===== src/rtl/status_branch_unit.sv =====
module status_branch_unit #(
  parameter int PC_W = 16,
  parameter logic [7:0] FLAG_RST = 8'h00
) (
  input  logic            clk,
  input  logic            rst_n,
  input  logic            op_valid,
  input  logic [7:0]      opcode,
  input  logic [PC_W-1:0] pc_in,
  input  logic [7:0]      rel_off,
  input  logic            flag_wr,
  input  logic [7:0]      flag_wdata,
  output logic            res_valid,
  output logic [PC_W-1:0] next_pc,
  output logic [7:0]      flags,
  output logic [2:0]      cycles,
  output logic            not_handled
);
  localparam int BIT_N = 7, BIT_V = 6, BIT_T = 5, BIT_D = 3, BIT_I = 2, BIT_C = 0;

  logic [7:0]      clr_mask;
  logic            is_clr, is_br, take;
  logic [2:0]      cyc;
  logic [PC_W-1:0] seq1, seq2, target, pc_n;

  assign seq1   = pc_in + PC_W'(1);
  assign seq2   = pc_in + PC_W'(2);
  assign target = seq2 + PC_W'({{(PC_W-8){rel_off[7]}}, rel_off});

  always_comb begin
    clr_mask = 8'h00;
    is_br    = 1'b0;
    take     = 1'b0;
    unique case (opcode)
      8'h18: clr_mask[BIT_C] = 1'b1;
      8'hD8: clr_mask[BIT_D] = 1'b1;
      8'h58: clr_mask[BIT_I] = 1'b1;
      8'h12: clr_mask[BIT_T] = 1'b1;
      8'hB8: clr_mask[BIT_V] = 1'b1;
      8'h10: begin is_br = 1'b1; take = ~flags[BIT_N]; end
      8'h50: begin is_br = 1'b1; take = ~flags[BIT_V]; end
      8'h70: begin is_br = 1'b1; take =  flags[BIT_V]; end
      8'h80: begin is_br = 1'b1; take = 1'b1; end
      default: ;
    endcase
  end

  assign is_clr = |clr_mask;
  assign cyc    = (opcode == 8'h80) ? 3'd4 : (is_clr || is_br) ? 3'd2 : 3'd0;
  assign pc_n   = is_clr ? seq1 : is_br ? (take ? target : seq2) : pc_in;

  always_ff @(posedge clk) begin
    if (!rst_n) begin
      flags       <= FLAG_RST;
      res_valid   <= 1'b0;
      next_pc     <= '0;
      cycles      <= '0;
      not_handled <= 1'b0;
    end else begin
      res_valid <= op_valid;
      if (flag_wr)
        flags <= flag_wdata;
      else if (op_valid && is_clr)
        flags <= flags & ~clr_mask;
      if (op_valid) begin
        next_pc     <= pc_n;
        cycles      <= cyc;
        not_handled <= ~(is_clr | is_br);
      end
    end
  end
endmodule



===== config.mk =====
export PLATFORM = sky130hd
export DESIGN_NAME = status_branch_unit
export DESIGN_NICKNAME = d
export VERILOG_FILES = /design/src/rtl/status_branch_unit.sv
export SDC_FILE = /design/constraint.sdc
export NUM_CORES = 1
export LEC_CHECK = 0
export ABC_CLOCK_PERIOD_IN_PS = 8500
export BUFFER_PORTS_ARGS = -buffer_cell sky130_fd_sc_hd__buf_2
export CAP_MARGIN = 20
export CORE_MARGIN = 5
export CORE_UTILIZATION = 55
export CTS_BUF_LIST = sky130_fd_sc_hd__clkbuf_8
export CTS_CLUSTER_SIZE = 28
export DETAILED_ROUTE_END_ITERATION = 7
export PLACE_DENSITY = 0.85
export SLEW_MARGIN = 20
export SYNTH_ARGS = -nofsm -noshare
export SYNTH_HDL_FRONTEND = slang
export SYNTH_SLANG_ARGS = --single-unit

===== constraint.sdc =====
create_clock -name clk -period 8.5 [get_ports clk]
set_clock_uncertainty 0.05 [all_clocks]
set_input_delay 1.7 -clock clk [delete_from_list [all_inputs] [get_ports clk]]
set_output_delay 1.7 -clock clk [all_outputs]
set_load 0.01 [all_outputs]

==> metrics.txt <==
status finished clean; Most used DFF post-synth sky130_fd_sc_hd__dfxtp_1; async set or reset register ratio after synthesis 0%; CTS Hold Buffers Added 0; register-to-register setup slack roughly 6.3 ns; Post-Syn Area per Cell around 7.5 sq um; Layout area overhead 14.9%; post-route worst hold slack roughly 0.42 ns; DP Worst Slack between 4 and 5 ns; drt pass-1 iters 5; width of the die 83.1 microns; sequential share of the synthesized area 19.1%; time the worst path needs with I/O delays and setup 4.23 ns; die outline area 0.00690 sq mm; Hold Crit Endpoint next_pc[0]; total via count after detailed routing 3345; worst slew margin relative to its limit 37.4%; Chip Height between 80 and 90 microns; CTS H-tree depth 1; post-synthesis instance total 394; count of final max-slew check failures 0; maximum VDD drop 0.0000733 V; fraction of layout instances using a drive strength above 1 a little under a fifth; cells resized by post-CTS repair 0; area of the core region a little over 0.005 sq mm; vias per cell 6.43; total DRC errors in the routed layout 0; total of buffers placed on input and output ports 71; Arr. time, crit path 4.40 ns; commonest cells after routing, fill and taps aside sky130_fd_sc_hd__buf_2 (71), sky130_fd_sc_hd__nand2_1 (33), sky130_fd_sc_hd__o21ai_0 (31); number of flops mapped to enable cells by yosys 0; FF-to-FF Start flags[7]; total power about 0.4 mW; final hold viol count 0; most common cell after layout, fill and taps aside sky130_fd_sc_hd__buf_2; TritonCTS Sinks 28; total standard cell area after synthesis roughly 0.0029 sq mm; maximum capacitance violations 0; critical path class in -> reg; cell types with the largest area share after synthesis sky130_fd_sc_hd__dfxtp_1 (19%), sky130_fd_sc_hd__ha_1 (8.9%), sky130_fd_sc_hd__xnor2_1 (6.6%), sky130_fd_sc_hd__o21ai_0 (5.3%), sky130_fd_sc_hd__a21oi_1 (5.1%); Setup crit end kind flop; final setup violating endpoints 0; Pwr Density roughly 120 mW/mm^2; count of distinct cell types in the synthesized netlist slightly above 60; Clk Tree Root Cell sky130_fd_sc_hd__clkbuf_8; setup repair after global routing missed its margin false; number of CTS-inserted buffers 3; Final Worst Setup Slack approximately 4.3 ns; Worst Max-Slew Pin Slew 0.939 ns; latest clock arrival within the worst-skew pair 0.29 ns; Startpoint Class input port; final-layout fill cell count 516; top cell type's share of synthesized area 19.1%; net total in the final layout 517; antenna-violating nets left 0; Row Count 26; clock transition at the registers of the reported paths around 0.11 ns; violation count after the first detailed-route iteration 364; number of cells on the worst reg-to-reg path 5; final estimated routing congestion in global placement between 1 and 1.5; hold path startpoint next_pc[0]; post-CTS setup repair buffer count 0; final cell utilization of the core 65.6%; CTS tree yes; final total negative setup slack 0 ns; Fmax achieved ~240 MHz; final critical-path share of the clock period 49.7%; worst-path fanout max 8; leakage power figure 1.39 nW; maximum number of pins on one net before global-route repair 26; Synth Warn # 0; library cell with the largest summed area after synthesis sky130_fd_sc_hd__dfxtp_1; Total Routed Length 9.42 mm; number of buffers on the longest clock path 2; Mapped Nets 460; global-route wire length before repair approximately 15 mm; wire length per cell after detailed routing 18.1 microns; global-route usage over all layers 26.6%; initial cell density of the core 57.1%; terminus of the critical flop-to-flop path next_pc[15]; total congestion overflow 0; half-perimeter wire length of the detailed placement result 7.35 mm; Ports 73; Tightest Hold Check Type reg -> reg; number of antenna violations at the first check in global routing 0; Worst Path Required 8.67 ns; worst hold path stage count 2; number of synthesized register bits 28; antenna diode count 0; number of global-route vias before repair 3142
-- per-stage QoR --
stage / instances / instance area, sq um
finish: 520 / 3370
CTS: 520 / 3370
global route: 520 / 3370
floorplan: 394 / 2940
global placement: 516 / 3300
detailed placement: 516 / 3300
-- routing by layer --
metal / vias to the layer above / wire [microns] / track usage, %
met4: 0 / 166 / 8.32
li1: 1590 / - / -
met1: 1551 / 4000 / 35.4
met2: 188 / 4360 / 44.2
met5: - / 0 / 0
met3: 16 / 890 / 3.76
-- layout make-up --
class                      count  area, sq um  share of cell area, %
tap                           70         87.6                   2.60
inverter                      14         52.6                   1.56
clock buffer                   3         41.3                   1.22
clock inverter                 1         30.0                  0.890
sequential                    28          561                   16.6
multi-input combinational    333         2250                   66.6
timing repair buffer          71          355                   10.5
-- cells by family after synthesis --
logic type | count (synthesis) | share of synthesized area (%)
fa+ha+maj | 22 | 9.63
other cells | 1 | 0.128
buf+inv | 33 | 4.43
mux | 4 | 1.41
simple gates | 139 | 25.8
flops | 28 | 19.1
xor+xnor | 31 | 9.25
compound gates | 136 | 30.3
-- registers in the layout, indices dropped and copies added (netlist names) --
| signal | flops |
|---|---|
| next_pc | 16 |
| flags | 8 |
| cycles | 2 |
| not_handled | 1 |
| res_valid | 1 |
-- synth_stat cells (all sizes together), types with 7 or more instances --
master / count
and2: 9
nor2: 24
nand2: 34
and3: 7
dfxtp: 28
xnor2: 22
xor2: 9
o21ai: 40
nor2b: 9
a21oi: 30
o211ai: 12
inv: 14
ha: 21
nand3: 15
nand4: 10
clkbuf: 16
a31oi: 8
-- worst max-delay path by stage --
stage | to | slack, ns | start | cells after the start
final | next_pc[9] | 4.27 | pc_in[3] | 11
after floorplan | next_pc[13] | 4.39 | pc_in[4] | 11
after CTS | next_pc[9] | 4.37 | pc_in[3] | 11
after global placement | next_pc[15] | 4.08 | pc_in[3] | 11
after global routing | next_pc[15] | 4.10 | pc_in[1] | 11
after detailed placement | next_pc[9] | 4.08 | pc_in[3] | 11
-- power by group --
part / leakage, nW / total (mW) / internal, mW / switching, mW
clock network: 0.0357 / 0.111 / 0.0632 / 0.0480
logic: 1.12 / 0.147 / 0.0597 / 0.0877
registers: 0.232 / 0.144 / 0.139 / 0.00429
-- critical path, cell delays in order --
cell,delay (ns)
sky130_fd_sc_hd__buf_2,0.17
sky130_fd_sc_hd__nand3_1,0.19
sky130_fd_sc_hd__nor2_1,0.19
sky130_fd_sc_hd__xor2_1,0.29
sky130_fd_sc_hd__ha_1,0.37
sky130_fd_sc_hd__a21oi_1,0.33
sky130_fd_sc_hd__o211ai_1,0.24
sky130_fd_sc_hd__a221oi_1,0.39
sky130_fd_sc_hd__xnor2_1,0.21
sky130_fd_sc_hd__a22oi_1,0.12
sky130_fd_sc_hd__a31oi_1,0.20
No activity file was read; power rests on OpenSTA's default activity.
